`src/rtl/tapc_pkg.sv`:
```
package tapc_pkg;

  typedef enum logic [3:0] {
    TS_RESET, TS_IDLE,
    TS_SEL_DR, TS_CAP_DR, TS_SHIFT_DR, TS_EXIT1_DR, TS_PAUSE_DR, TS_EXIT2_DR, TS_UPD_DR,
    TS_SEL_IR, TS_CAP_IR, TS_SHIFT_IR, TS_EXIT1_IR, TS_PAUSE_IR, TS_EXIT2_IR, TS_UPD_IR
  } tap_state_e;

  // Standard TAP controller transition on one TCK rising edge
  function automatic tap_state_e tap_next(input tap_state_e s, input logic tms);
    tap_state_e n;
    case (s)
      TS_RESET:    n = tms ? TS_RESET    : TS_IDLE;
      TS_IDLE:     n = tms ? TS_SEL_DR   : TS_IDLE;
      TS_SEL_DR:   n = tms ? TS_SEL_IR   : TS_CAP_DR;
      TS_CAP_DR:   n = tms ? TS_EXIT1_DR : TS_SHIFT_DR;
      TS_SHIFT_DR: n = tms ? TS_EXIT1_DR : TS_SHIFT_DR;
      TS_EXIT1_DR: n = tms ? TS_UPD_DR   : TS_PAUSE_DR;
      TS_PAUSE_DR: n = tms ? TS_EXIT2_DR : TS_PAUSE_DR;
      TS_EXIT2_DR: n = tms ? TS_UPD_DR   : TS_SHIFT_DR;
      TS_UPD_DR:   n = tms ? TS_SEL_DR   : TS_IDLE;
      TS_SEL_IR:   n = tms ? TS_RESET    : TS_CAP_IR;
      TS_CAP_IR:   n = tms ? TS_EXIT1_IR : TS_SHIFT_IR;
      TS_SHIFT_IR: n = tms ? TS_EXIT1_IR : TS_SHIFT_IR;
      TS_EXIT1_IR: n = tms ? TS_UPD_IR   : TS_PAUSE_IR;
      TS_PAUSE_IR: n = tms ? TS_EXIT2_IR : TS_PAUSE_IR;
      TS_EXIT2_IR: n = tms ? TS_UPD_IR   : TS_SHIFT_IR;
      default:     n = tms ? TS_SEL_DR   : TS_IDLE;
    endcase
    return n;
  endfunction

endpackage

```
`src/rtl/tapc_sync.sv`:
```
module tapc_sync #(
  parameter int STAGES = 2,
  parameter int WIDTH  = 2
) (
  input  logic             clk,
  input  logic             rst_n,
  input  logic [WIDTH-1:0] d,
  output logic [WIDTH-1:0] q
);
  localparam int CHAIN_W = STAGES * WIDTH;

  logic [CHAIN_W-1:0] chain;

  always_ff @(posedge clk or negedge rst_n) begin
    if (!rst_n) chain <= '0;
    else        chain <= {chain[CHAIN_W-WIDTH-1:0], d};
  end

  assign q = chain[CHAIN_W-1 -: WIDTH];
endmodule

```
`src/rtl/tapc_tap_fsm.sv`:
```
module tapc_tap_fsm
  import tapc_pkg::*;
(
  input  logic       clk,
  input  logic       rst_n,
  input  logic       tck_rise,
  input  logic       tms,
  output tap_state_e state,
  output logic       shift_tick,
  output logic       cap_enter,
  output logic       upd_enter,
  output logic       idle_enter,
  output logic       in_reset
);
  tap_state_e nxt;

  always_comb nxt = tap_next(state, tms);

  assign shift_tick = tck_rise && (state == TS_SHIFT_DR);
  assign cap_enter  = tck_rise && (nxt == TS_CAP_DR);
  assign in_reset   = (state == TS_RESET);

  always_ff @(posedge clk or negedge rst_n) begin
    if (!rst_n) begin
      state      <= TS_RESET;
      upd_enter  <= 1'b0;
      idle_enter <= 1'b0;
    end else begin
      upd_enter  <= tck_rise && (nxt == TS_UPD_DR);
      idle_enter <= tck_rise && (nxt == TS_IDLE) && (state != TS_IDLE);
      if (tck_rise) state <= nxt;
    end
  end
endmodule

```
`src/rtl/tapc_shift_count.sv`:
```
module tapc_shift_count #(
  parameter int CP_W = 5
) (
  input  logic            clk,
  input  logic            rst_n,
  input  logic            cap_enter,
  input  logic            shift_tick,
  output logic [CP_W-1:0] value,
  output logic            over
);
  localparam int             CNT_W = CP_W + 1;
  localparam logic [CNT_W-1:0] LIMIT = CNT_W'(1) << CP_W;

  logic [CNT_W-1:0] cnt;

  function automatic logic [CNT_W-1:0] step(input logic [CNT_W-1:0] c);
    return (c == LIMIT) ? c : c + CNT_W'(1);
  endfunction

  always_ff @(posedge clk or negedge rst_n) begin
    if (!rst_n)          cnt <= '0;
    else if (cap_enter)  cnt <= '0;
    else if (shift_tick) cnt <= step(cnt);
  end

  assign value = cnt[CP_W-1:0];
  assign over  = cnt[CP_W];
endmodule

```
`src/rtl/tapc_cmd_decode.sv`:
```
module tapc_cmd_decode #(
  parameter int CP_W       = 5,
  parameter int LVL_W      = 3,
  parameter int LOCK_LEVEL = 2,
  parameter int OP_STC2    = 2,
  parameter int OP_STMC    = 0
) (
  input  logic             clk,
  input  logic             rst_n,
  input  logic             tap_reset,
  input  logic             upd_enter,
  input  logic             idle_enter,
  input  logic [CP_W-1:0]  value,
  input  logic             over,
  output logic [LVL_W-1:0] ctl_level,
  output logic             ctl_locked,
  output logic             four_wire_en,
  output logic             stc2_wr,
  output logic             stc2_cond,
  output logic [1:0]       stc2_sel,
  output logic [1:0]       stc2_val,
  output logic             stmc_wr,
  output logic [2:0]       stmc_sel,
  output logic             stmc_x,
  output logic             stmc_y
);
  localparam int             NV_W    = 3;
  localparam logic [NV_W-1:0] NV_MAX  = NV_W'(4);
  localparam logic [LVL_W-1:0] LVL_MAX = '1;

  logic [2:0][CP_W-1:0] vals;
  logic [NV_W-1:0]      nvals;
  logic                 bad;
  logic                 zero_run;

  function automatic logic lock_match(input logic [NV_W-1:0] n, input logic [2:0][CP_W-1:0] v);
    return (n == NV_W'(3)) && (v[0] == '0) && (v[1] == '0) && (v[2] == CP_W'(1));
  endfunction

  function automatic logic [LVL_W-1:0] lvl_inc(input logic [LVL_W-1:0] l);
    return (l == LVL_MAX) ? l : l + LVL_W'(1);
  endfunction

  logic two_vals;
  assign two_vals = (nvals == NV_W'(2)) && !bad && ctl_locked;

  always_ff @(posedge clk or negedge rst_n) begin
    if (!rst_n) begin
      vals <= '0; nvals <= '0; bad <= 1'b0; zero_run <= 1'b1;
      ctl_level <= '0; ctl_locked <= 1'b0; four_wire_en <= 1'b0;
      stc2_wr <= 1'b0; stc2_cond <= 1'b0; stc2_sel <= '0; stc2_val <= '0;
      stmc_wr <= 1'b0; stmc_sel <= '0; stmc_x <= 1'b0; stmc_y <= 1'b0;
    end else if (tap_reset) begin
      vals <= '0; nvals <= '0; bad <= 1'b0; zero_run <= 1'b1;
      ctl_level <= '0; ctl_locked <= 1'b0; four_wire_en <= 1'b0;
      stc2_wr <= 1'b0; stmc_wr <= 1'b0;
    end else begin
      stc2_wr <= 1'b0;
      stmc_wr <= 1'b0;
      if (upd_enter) begin
        if (nvals < NV_W'(3)) vals[nvals[1:0]] <= value;
        if (nvals != NV_MAX) nvals <= nvals + NV_W'(1);
        if (over) bad <= 1'b1;
        if (!ctl_locked) begin
          if (zero_run && !over && (value == '0)) ctl_level <= lvl_inc(ctl_level);
          else zero_run <= 1'b0;
        end
      end
      if (idle_enter) begin
        nvals    <= '0;
        bad      <= 1'b0;
        zero_run <= 1'b1;
        if (!bad && lock_match(nvals, vals)) begin
          ctl_locked <= 1'b1;
          ctl_level  <= LVL_W'(LOCK_LEVEL);
        end else if (!ctl_locked) begin
          ctl_level <= '0;
        end
        if (two_vals && (vals[0] == CP_W'(OP_STC2))) begin
          stc2_wr   <= 1'b1;
          stc2_cond <= vals[1][CP_W-1];
          stc2_sel  <= vals[1][CP_W-2 -: 2];
          stc2_val  <= vals[1][1:0];
        end
        if (two_vals && (vals[0] == CP_W'(OP_STMC))) begin
          stmc_wr  <= 1'b1;
          stmc_sel <= vals[1][CP_W-1 -: 3];
          stmc_x   <= vals[1][1];
          stmc_y   <= vals[1][0];
          if (vals[1][CP_W-1 -: 3] == 3'd0) four_wire_en <= (vals[1][1:0] == 2'b01);
        end
      end
    end
  end
endmodule

```
`src/rtl/tapc_scan_decoder.sv`:
```
module tapc_scan_decoder #(
  parameter int SYNC_STAGES = 2,
  parameter int CP_W        = 5,
  parameter int LVL_W       = 3,
  parameter int LOCK_LEVEL  = 2
) (
  input  logic             clk,
  input  logic             rst_n,
  input  logic             tck,
  input  logic             tms,
  output logic [LVL_W-1:0] ctl_level,
  output logic             ctl_locked,
  output logic             four_wire_en,
  output logic             stc2_wr,
  output logic             stc2_cond,
  output logic [1:0]       stc2_sel,
  output logic [1:0]       stc2_val,
  output logic             stmc_wr,
  output logic [2:0]       stmc_sel,
  output logic             stmc_x,
  output logic             stmc_y
);
  import tapc_pkg::*;

  logic [1:0]      pins_s;
  logic            tck_s, tms_s, tck_d, tck_rise;
  tap_state_e      tap_state;
  logic            shift_tick, cap_enter, upd_enter, idle_enter, tap_reset;
  logic [CP_W-1:0] scan_value;
  logic            scan_over;

  tapc_sync #(.STAGES(SYNC_STAGES), .WIDTH(2)) sync_i (
    .clk(clk), .rst_n(rst_n), .d({tck, tms}), .q(pins_s)
  );
  assign tck_s = pins_s[1];
  assign tms_s = pins_s[0];

  always_ff @(posedge clk or negedge rst_n) begin
    if (!rst_n) tck_d <= 1'b0;
    else        tck_d <= tck_s;
  end
  assign tck_rise = tck_s && !tck_d;

  tapc_tap_fsm fsm_i (
    .clk(clk), .rst_n(rst_n), .tck_rise(tck_rise), .tms(tms_s),
    .state(tap_state), .shift_tick(shift_tick), .cap_enter(cap_enter),
    .upd_enter(upd_enter), .idle_enter(idle_enter), .in_reset(tap_reset)
  );

  tapc_shift_count #(.CP_W(CP_W)) cnt_i (
    .clk(clk), .rst_n(rst_n), .cap_enter(cap_enter), .shift_tick(shift_tick),
    .value(scan_value), .over(scan_over)
  );

  tapc_cmd_decode #(.CP_W(CP_W), .LVL_W(LVL_W), .LOCK_LEVEL(LOCK_LEVEL)) dec_i (
    .clk(clk), .rst_n(rst_n), .tap_reset(tap_reset),
    .upd_enter(upd_enter), .idle_enter(idle_enter),
    .value(scan_value), .over(scan_over),
    .ctl_level(ctl_level), .ctl_locked(ctl_locked), .four_wire_en(four_wire_en),
    .stc2_wr(stc2_wr), .stc2_cond(stc2_cond), .stc2_sel(stc2_sel), .stc2_val(stc2_val),
    .stmc_wr(stmc_wr), .stmc_sel(stmc_sel), .stmc_x(stmc_x), .stmc_y(stmc_y)
  );
endmodule

```
`config.mk`:
```
export PLATFORM = sky130hd
export DESIGN_NAME = tapc_scan_decoder
export DESIGN_NICKNAME = d
export VERILOG_FILES = /design/src/rtl/tapc_pkg.sv /design/src/rtl/tapc_sync.sv /design/src/rtl/tapc_tap_fsm.sv /design/src/rtl/tapc_shift_count.sv /design/src/rtl/tapc_cmd_decode.sv /design/src/rtl/tapc_scan_decoder.sv
export SDC_FILE = /design/constraint.sdc
export NUM_CORES = 1
export LEC_CHECK = 0
export BUFFER_PORTS_ARGS = -buffer_cell sky130_fd_sc_hd__buf_4
export CAP_MARGIN = 30
export CORE_MARGIN = 2
export CORE_UTILIZATION = 59
export DETAILED_ROUTE_END_ITERATION = 12
export MAX_ROUTING_LAYER = met4
export PLACE_DENSITY_LB_ADDON = 0.15
export SETUP_SLACK_MARGIN = 0.02
export SLEW_MARGIN = 30
export SYNTH_ARGS = -nofsm -noshare
export SYNTH_HDL_FRONTEND = slang
export SYNTH_SLANG_ARGS = --single-unit
```
`constraint.sdc`:
```
create_clock -name clk -period 2.4 [get_ports clk]
set_input_delay 0.12 -clock clk [delete_from_list [all_inputs] [get_ports clk]]
set_output_delay 0.12 -clock clk [all_outputs]
set_load 0.01 [all_outputs]
```
* Yosys cells after proc, flatten, opt, wreduce, memory -nomap -nowiden *
Cells that the tools add are included.

word-level totals
  register bits = 54
  bits of input ports = 4
  output and inout bits = 17
  word-level logic and storage cells = 159

operators by class
  add/sub/neg operators = 3
  order comparisons = 3
  equality and inequality tests = 27
  multiplexer cells = 56
  bitwise gates (word level) = 1
  reductions and logical operators = 46

operators with widths
  operator                                       count
  two-way mux 15 bit                             3
  one-hot mux 4 bit (11 select lines)            1
  two-way mux 3 bit                              14
  == test 4 bit, second input constant           7
  two-way mux 1 bit                              25
  two-way mux 6 bit                              3
  logical AND 1 bit                              17
  == test 4 x 3 -> 1 bit, second input constant  4
  two-way mux 4 bit                              4
  bitwise mux 15 bit                             1
  zero test 5 bit                                3
  nonzero test 2 bit                             7
  == test 4 x 2 -> 1 bit, second input constant  3
  AND reduction 3 bit                            4
  demux 5 bit (select 2 bit)                     1
  AND reduction 2 bit                            5
  nonzero test 3 bit                             3
  adder 3 x 1 -> 3 bit, second input constant    2
  adder 6 x 1 -> 6 bit, second input constant    1
  == test 3 x 2 -> 1 bit, second input constant  2
  == test 6 bit, second input constant           1
  two-way mux 2 bit                              3
  != test 3 x 1 -> 1 bit, second input constant  2
  == test 5 x 1 -> 1 bit, second input constant  1
  16 further kinds                               19

* Depth between registers and ports, before layout *
Gate-level depths: netlist of run 1.

  word-level depth = 10
  depth in mapped cells = 7

* By module *
A second synthesis of run 1 with hierarchy kept.

second synthesis, totals
  cell total of the unflattened synthesis = 252
  area, all modules = 2743.9 µm²

by module, submodules not included
  module             instances  cells each  area an instance (µm²)  seq. area each (µm²)
  tapc_cmd_decode    1          143         1716.6                  927.1
  tapc_tap_fsm       1          60          478.0                   150.1
  tapc_shift_count   1          41          395.4                   150.1
  tapc_sync          1          6           115.1                   100.1
  tapc_scan_decoder  1          2           38.8                    25.0

* Least setup slack after synthesis of run 1 *
OpenSTA, ideal clock, no wires.

  path type = flip-flop to flip-flop
  from = register cnt_i.cnt[0]
  to = register dec_i.ctl_level[1]
  library setup time = 0.123 ns
  arrival = 1.839 ns
  path slack = 0.439 ns
  stages on the path, launching flop included = 8
  buffers on the path = 1
  period minus slack after synthesis = 1.961 ns
  path through = dfrtp_1 -> clkbuf_1 -> inv_1 -> ha_1 -> or4b_4 -> a2111oi_4 -> mux2i_1 -> o2bb2ai_2

between the ends
  cells in the longest elaborated chain, start to end = 9

RTL lines
  element                 line                    RTL
  from (decl)             tapc_shift_count.sv:14  logic [CNT_W-1:0] cnt;
  from (signal assigned)  tapc_shift_count.sv:23  else if (shift_tick) cnt <= step(cnt);
  zero test 5 bit *       tapc_cmd_decode.sv:65   if (zero_run && !over && (value == '0)) ctl_level <= lvl_inc(ctl_level);
  logical AND 1 bit *     tapc_cmd_decode.sv:65
  two-way mux 3 bit *     tapc_cmd_decode.sv:65
  two-way mux 3 bit *     tapc_cmd_decode.sv:64   if (!ctl_locked) begin
  two-way mux 3 bit *     tapc_cmd_decode.sv:60   if (upd_enter) begin
  two-way mux 3 bit       tapc_cmd_decode.sv:76   end else if (!ctl_locked) begin
  two-way mux 3 bit       tapc_cmd_decode.sv:73   if (!bad && lock_match(nvals, vals)) begin
  two-way mux 3 bit *     tapc_cmd_decode.sv:69   if (idle_enter) begin
  two-way mux 3 bit *     tapc_cmd_decode.sv:53   end else if (tap_reset) begin
  to (signal assigned)    tapc_cmd_decode.sv:65
  to (signal assigned)    tapc_cmd_decode.sv:75   ctl_level <= LVL_W'(LOCK_LEVEL);
  to (decl)               tapc_cmd_decode.sv:15   output logic [LVL_W-1:0] ctl_level,

Mark *: on every way between the ends. The rest lies on a longest branch, timed or not.
A chain may end at the register's enable or synchronous reset.

* Worst setup path in the final report of run 1 *
Same ends and word-level chain as after synthesis.

==> impl_metrics.py, run 1 <==
metrics = {
    "cts": {
        "clock-sinks": 54,
        "path_clk_slew_ps": 100,
        "cts_resized": 0,
        "cts_tree": "yes",
        "cts_buffer_depth": 2,
        "root_buffer": "clkbuf_8",
        "numCtsBuffers": 5,
        "post_cts_buffers": 0,
        "cts-htree-levels": 2,
        "clk_latency_ps": 310,
    },
    "yosys": {
        "async_flop_share_pct": 100.0,
        "synth_nets": 263,
        "ys.flop_type": "dfrtp_1",
        "netlist_instances": 251,
        "ys_ff_latch": 54,
        "ys_types": 50,
        "yosysWarnings": 0,
        "netlist_area_um2": 2708,
        "ys_seq_area_share_pct": 49.95,
        "syn_area_per_cell_um2": 10.79,
        "synth_edf_count": 0,
    },
    "timing": {
        "final.setup_skew_ps": 12.34,
        "final.setup.worst_slack_ps": 372.8,
        "fin_crit_sh_pct": 84.47,
        "finalMaxSlewViolations": 0,
        "rsz0062_at_grt": "false",
        "fin_tns_setup_ps": 0,
        "finalSetupViolCount": 0,
        "worst_pin_slew_ps": 664.1,
        "finalHoldViolCount": 0,
        "max_freq_ghz": 0.4933,
        "period_needed_ps": 2027,
        "max-slew-margin-rel_pct": 55.73,
    },
    "status": {
        "status": "finished clean",
    },
    "routing": {
        "via_per_inst": 5.773,
        "first_pass_iters": 4,
        "drt_iter0_drc": 89,
        "ant_nets": 0,
        "num_vias": 1905,
        "drc": 0,
        "routedWlPerCell_um": 15.49,
        "routed_wl_mm": 5.111,
    },
    "final_layout": {
        "drive_gt1_share_pct": 20.86,
        "antenna_cells": 0,
        "area_delta_synth_final_pct": 13.86,
        "fill_cells": 342,
        "finish.net_count": 289,
    },
    "placement": {
        "post-place-ws_ps": 394.2,
        "dp_hpwl_mm": 3.628,
        "portBuffers": 20,
        "gp_congestion": 0.8556,
    },
    "grt": {
        "grt_pass1_wl_mm": 8.728,
        "grt-ovfl-total": 0,
        "grt_max_degree": 55,
        "groute.usage.overall_pct": 22.37,
        "antenna_found_initial": 0,
        "grt_pass1_vias": 1821,
    },
    "worst_setup_path": {
        "cp-start-kind": "flop",
        "critPathCaptureType": "flop",
        "crit_required_ps": 2600,
        "crit_arrival_ps": 2220,
        "critical_path_class": "reg2reg",
        "cp_max_fo": 8,
    },
    "floorplanning": {
        "die_x_um": 71.75,
        "ioPinCount": 21,
        "die_h_um": 71.75,
        "rows": 24,
        "die_area_um2": 5147,
        "initial_core_util_pct": 61.76,
        "coreArea_um2": 4384,
    },
    "run": {
        "drv_cap": 0,
    },
    "pwr": {
        "p_per_area_nw_per_um2": 774.6,
        "leakage_nw": 1.411,
        "max-vdd-ir-drop_mv": 0.5810,
    },
    "hold_path": {
        "min_path_type": "reg2reg",
    },
}
## worst max-delay path, stage by stage (launching register included)
cell,delay [ps]
dfrtp_1,480
inv_1,90
ha_1,160
or4b_4,530
a2111oi_4,350
mux2i_1,250
o2bb2ai_2,60
## state kept, by name, indices dropped and copies added (netlist names), 2 cells and up
| signal | cells |
|---|---|
| fsm_i.state | 4 |
| sync_i.chain | 4 |
| cnt_i.cnt | 6 |
| dec_i.nvals | 3 |
| dec_i.stc2_sel | 2 |
| dec_i.stc2_val | 2 |
| dec_i.ctl_level | 3 |
| dec_i.stmc_sel | 3 |
| dec_i.vals | 15 |
## worst paths after layout
kind                            cells after the start                            to                      start  slack, ps
max in group asynchronous                           2      dec_i.stmc_y$_DFFE_PN0P_                      rst_n       1580
worst min register to register                      0     sync_i.chain[3]$_DFF_PN0_  sync_i.chain[1]$_DFF_PN0_        370
worst min-delay path                                0     sync_i.chain[3]$_DFF_PN0_  sync_i.chain[1]$_DFF_PN0_        370
worst max-delay path                                6  dec_i.ctl_level[1]$_DFF_PN0_   cnt_i.cnt[0]$_DFFE_PN0P_        370
worst max register to register                      6  dec_i.ctl_level[1]$_DFF_PN0_   cnt_i.cnt[0]$_DFFE_PN0P_        370
min in group asynchronous                           2  dec_i.ctl_level[2]$_DFF_PN0_                      rst_n        380
## cell usage after synthesis (all sizes together), types with 2 or more instances
cell type | n | area share, %
mux2 | 10 | 4.2
clkbuf | 12 | 1.7
a21oi | 12 | 2.2
o21a | 2 | 0.55
nand4 | 6 | 1.4
nor4b | 4 | 2.1
or2 | 2 | 0.46
and4 | 4 | 1.3
ha | 8 | 3.7
xnor2 | 2 | 0.65
a22o | 2 | 0.65
a31oi | 3 | 0.69
nor3 | 3 | 0.55
nor4 | 3 | 0.69
a32oi | 2 | 0.65
mux2i | 19 | 7.0
nor2b | 7 | 1.6
or3 | 2 | 0.46
o21ai | 12 | 2.2
dfrtp | 53 | 49
buf | 2 | 0.60
nand2b | 7 | 1.6
inv | 13 | 1.8
nand2 | 6 | 0.83
or4 | 3 | 0.83
nand3 | 4 | 0.74
a211oi | 2 | 0.55
nor2 | 28 | 3.9
## metal layers
metal  vias up  part of all wire (%)  global-route usage, %
met5         -                     0                      -
met4         0                   1.8                  7.966
met3        10                   3.2                  4.501
met2        35                    44                  32.10
met1       912                    51                  31.84
li1        948                     -                      -
## cell usage in the layout (no fill, tap or decap), types with 4 or more instances in the layout
master | synthesis | final
ha_1 | 8 | 8
dfrtp_1 | 53 | 53
o21ai_0 | 12 | 12
mux2i_1 | 19 | 19
buf_4 | 0 | 30
mux2_2 | 10 | 10
nor2b_1 | 7 | 7
inv_1 | 13 | 13
clkbuf_8 | 0 | 5
a21oi_1 | 12 | 12
nand2_1 | 6 | 6
nand4_1 | 6 | 6
and4_1 | 4 | 4
nand2b_1 | 7 | 7
nand3_1 | 4 | 4
nor2_1 | 28 | 28
## metrics by stage
step                cells  cell area [µm²]  util [%]  hold slack, ps  total power, mW
detailed placement    319             2942     67.09           199.7            1.806
floorplan             251             2708         -          -175.6            1.590
global placement      319             2942     67.09           198.5            1.783
CTS                   330             3083     70.32           370.7            2.408
finish                330             3083     70.32           365.7            2.388
global route          330             3083     70.32           375.4            2.545
## timing repair
action | in CTS | in global routing
hold buffers | 3 | 0
endpoints found under the hold margin | 55 | 0
setup endpoints to repair | 0 | 0
## cell families (layout without fill, tap and decap cells)
family / count (synthesis) / in the layout / share of synthesized area, %
AO/OA/AOI/OAI: 43 / 43 / 11.00
multiplexers: 29 / 29 / 11.18
XOR/XNOR: 3 / 3 / 0.9706
flip-flops: 54 / 54 / 49.95
adder cells (fa/ha/maj): 8 / 8 / 3.697
AND/OR/NAND/NOR: 87 / 87 / 19.08
buffers and inverters: 27 / 54 / 4.113
## report_power, final
| part | internal (mW) | switching [mW] | total (mW) |
|---|---|---|---|
| sequential | 0.975 | 0.0730 | 1.05 |
| combinational | 0.291 | 0.455 | 0.746 |
| clock | 0.313 | 0.280 | 0.593 |
| total | 1.58 | 0.809 | 2.39 |
## layout make-up
class | instances | area, µm² | share of cell area, %
repair buffers | 33 | 255.2 | 8.279
inverters | 13 | 48.80 | 1.583
well taps | 52 | 65.06 | 2.110
flip-flops and latches | 54 | 1353 | 43.87
multi-input cells | 170 | 1250 | 40.54
clock inverters | 2 | 38.79 | 1.258
clock buffers | 6 | 72.57 | 2.354
Note: power is estimated with default switching activity, not from simulation.
==> inputs of run 2 (changes only) <==
clock period = 2 ns   (was 2.4 ns; I/O delays follow)
==> impl_metrics.py, run 2 (synthesis results as in run 1) <==
metrics = {
    "status": {
        "status": "finished clean",
    },
    "grt": {
        "grt_pass1_wl_mm": 9.370,
        "antenna_found_initial": 0,
        "grt_max_degree": 55,
        "grt-ovfl-total": 0,
        "groute.usage.overall_pct": 24.17,
        "grt_pass1_vias": 1932,
    },
    "pwr": {
        "max-vdd-ir-drop_mv": 1.067,
        "leakage_nw": 1.463,
        "cellInternalPower_mw": 1.985,
        "p_clk_share_pct": 25.5,
        "pwr-share-seq_pct": 40.7,
        "combPwrFrac_pct": 33.8,
        "p_per_area_nw_per_um2": 949.4,
        "p_sw_mw": 1.016,
        "swShare_pct": 33.84,
    },
    "final_layout": {
        "largest_register_ffs": 15,
        "area_delta_synth_final_pct": 16.73,
        "layout_commonest_cell": "dfrtp_1",
        "regMostFlops": "dec_i.vals",
        "drive_gt1_share_pct": 23.69,
        "antenna_cells": 0,
        "fin_util_pct": 72.09,
        "reg.largest.list": "dec_i.vals: 15 flops, cnt_i.cnt: 6 flops",
        "finish.net_count": 298,
        "final_cell_mix": "53 x dfrtp_1, 39 x buf_4, 28 x nor2_1",
    },
    "cts": {
        "clk_latency_ps": 300,
        "numCtsBuffers": 5,
        "cts_buffer_depth": 2,
        "root_buffer": "clkbuf_8",
        "cts_tree": "yes",
        "cts-htree-levels": 2,
        "clock-sinks": 54,
        "path_clk_slew_ps": 100,
    },
    "floorplanning": {
        "die_area_um2": 5147,
        "rows": 24,
        "coreArea_um2": 4384,
        "die_h_um": 71.75,
        "ioPinCount": 21,
        "initial_core_util_pct": 61.76,
        "die_x_um": 71.75,
    },
    "timing": {
        "fin_crit_sh_pct": 94.05,
        "finalHoldViolCount": 0,
        "period_needed_ps": 1881,
        "rsz0062_at_grt": "false",
        "fin_tns_setup_ps": 0,
        "max_freq_ghz": 0.5317,
        "max-slew-margin-rel_pct": 54.51,
        "final.setup_skew_ps": 11.56,
        "worst_pin_slew_ps": 682.3,
        "finalMaxSlewViolations": 0,
        "finalSetupViolCount": 0,
    },
    "routing": {
        "ant_nets": 0,
        "num_vias": 1999,
        "routedWlPerCell_um": 15.97,
        "first_pass_iters": 4,
        "drc": 0,
        "drt_iter0_drc": 129,
        "routed_wl_mm": 5.414,
        "via_per_inst": 5.897,
    },
    "placement": {
        "portBuffers": 20,
        "gp_congestion": 0.8431,
        "dp_hpwl_mm": 3.733,
    },
    "worst_setup_path": {
        "crit_arrival_ps": 2080,
        "worstReg2RegStart": "cnt_i.cnt[0]$_DFFE_PN0P_",
        "critPathCaptureType": "flop",
        "cp_max_fo": 4,
        "cp-start-kind": "flop",
        "crit_required_ps": 2200,
        "critical_path_class": "reg2reg",
        "cp-startpoint": "cnt_i.cnt[0]$_DFFE_PN0P_",
    },
    "hold_path": {
        "min_path_type": "in2async",
    },
    "run": {
        "drv_cap": 0,
    },
}
-- run 2: worst max-delay path: stages, from the launching register on --
cell and delay, ps:
dfrtp_1 380, inv_1 60, ha_1 140, or4b_4 520, a2111oi_4 360, mux2i_1 260, o2bb2ai_2 60
-- run 2: worst paths after layout --
path	endpoint	slack, ps	cells after the start
max reg2reg	dec_i.ctl_level[1]$_DFF_PN0_	120	6
min reg2reg	sync_i.chain[2]$_DFF_PN0_	360	0
max in group asynchronous	cnt_i.cnt[0]$_DFFE_PN0P_	1160	2
max	dec_i.ctl_level[1]$_DFF_PN0_	120	6
min in group clk	sync_i.chain[2]$_DFF_PN0_	360	0
min	dec_i.nvals[1]$_DFFE_PN0P_	360	2
-- run 2: power groups by stage --
| stage | clock [mW] | combinational, mW | sequential (mW) |
|---|---|---|---|
| finish | 0.766 | 1.01 | 1.22 |
| global route | 0.820 | 1.12 | 1.23 |
| CTS | 0.784 | 1.01 | 1.22 |
| detailed placement | 0 | 1.00 | 1.24 |
| global placement | 0 | 0.984 | 1.24 |
| floorplan | 0 | 0.646 | 1.26 |
-- run 2: final cells by class --
class	instances	area (µm²)
sequential	54	1353
multi-input combinational	170	1250
fill	328	1224
timing repair buffer	42	322.8
clock buffer	6	82.58
tap	52	65.06
inverter	13	48.80
clock inverter	2	38.79
-- run 2: what timing repair did --
action	in CTS	in global routing
gates resized for setup	0	0
setup endpoints to repair	0	0
setup buffers	0	0
hold buffers	3	0
hold endpoints to repair	55	0
-- run 2: layer usage --
metal  vias to the layer above  global-route usage (%)  wire length, µm
met5                         -                       -                0
met4                         0                   7.966               59
met3                         4                   4.219              202
met2                        47                   37.04             2619
met1                       986                   32.99             2533
li1                        962                       -                -
-- run 2: through the flow --
step / std cells / hold slack, ps / power [mW] / setup WS [ps] / area, µm²
2_1_floorplan: 251 / -195.6 / 1.908 / 38.79 / 2708
3_3_place_gp: 328 / 183.5 / 2.223 / 186.1 / 3009
3_5_place_dp: 328 / 183.9 / 2.245 / 117.0 / 3009
4_1_cts: 339 / 364.8 / 3.014 / 115.3 / 3161
5_1_grt: 339 / 373.0 / 3.173 / 40.10 / 3161
6_report: 339 / 358.9 / 3.001 / 119.1 / 3161
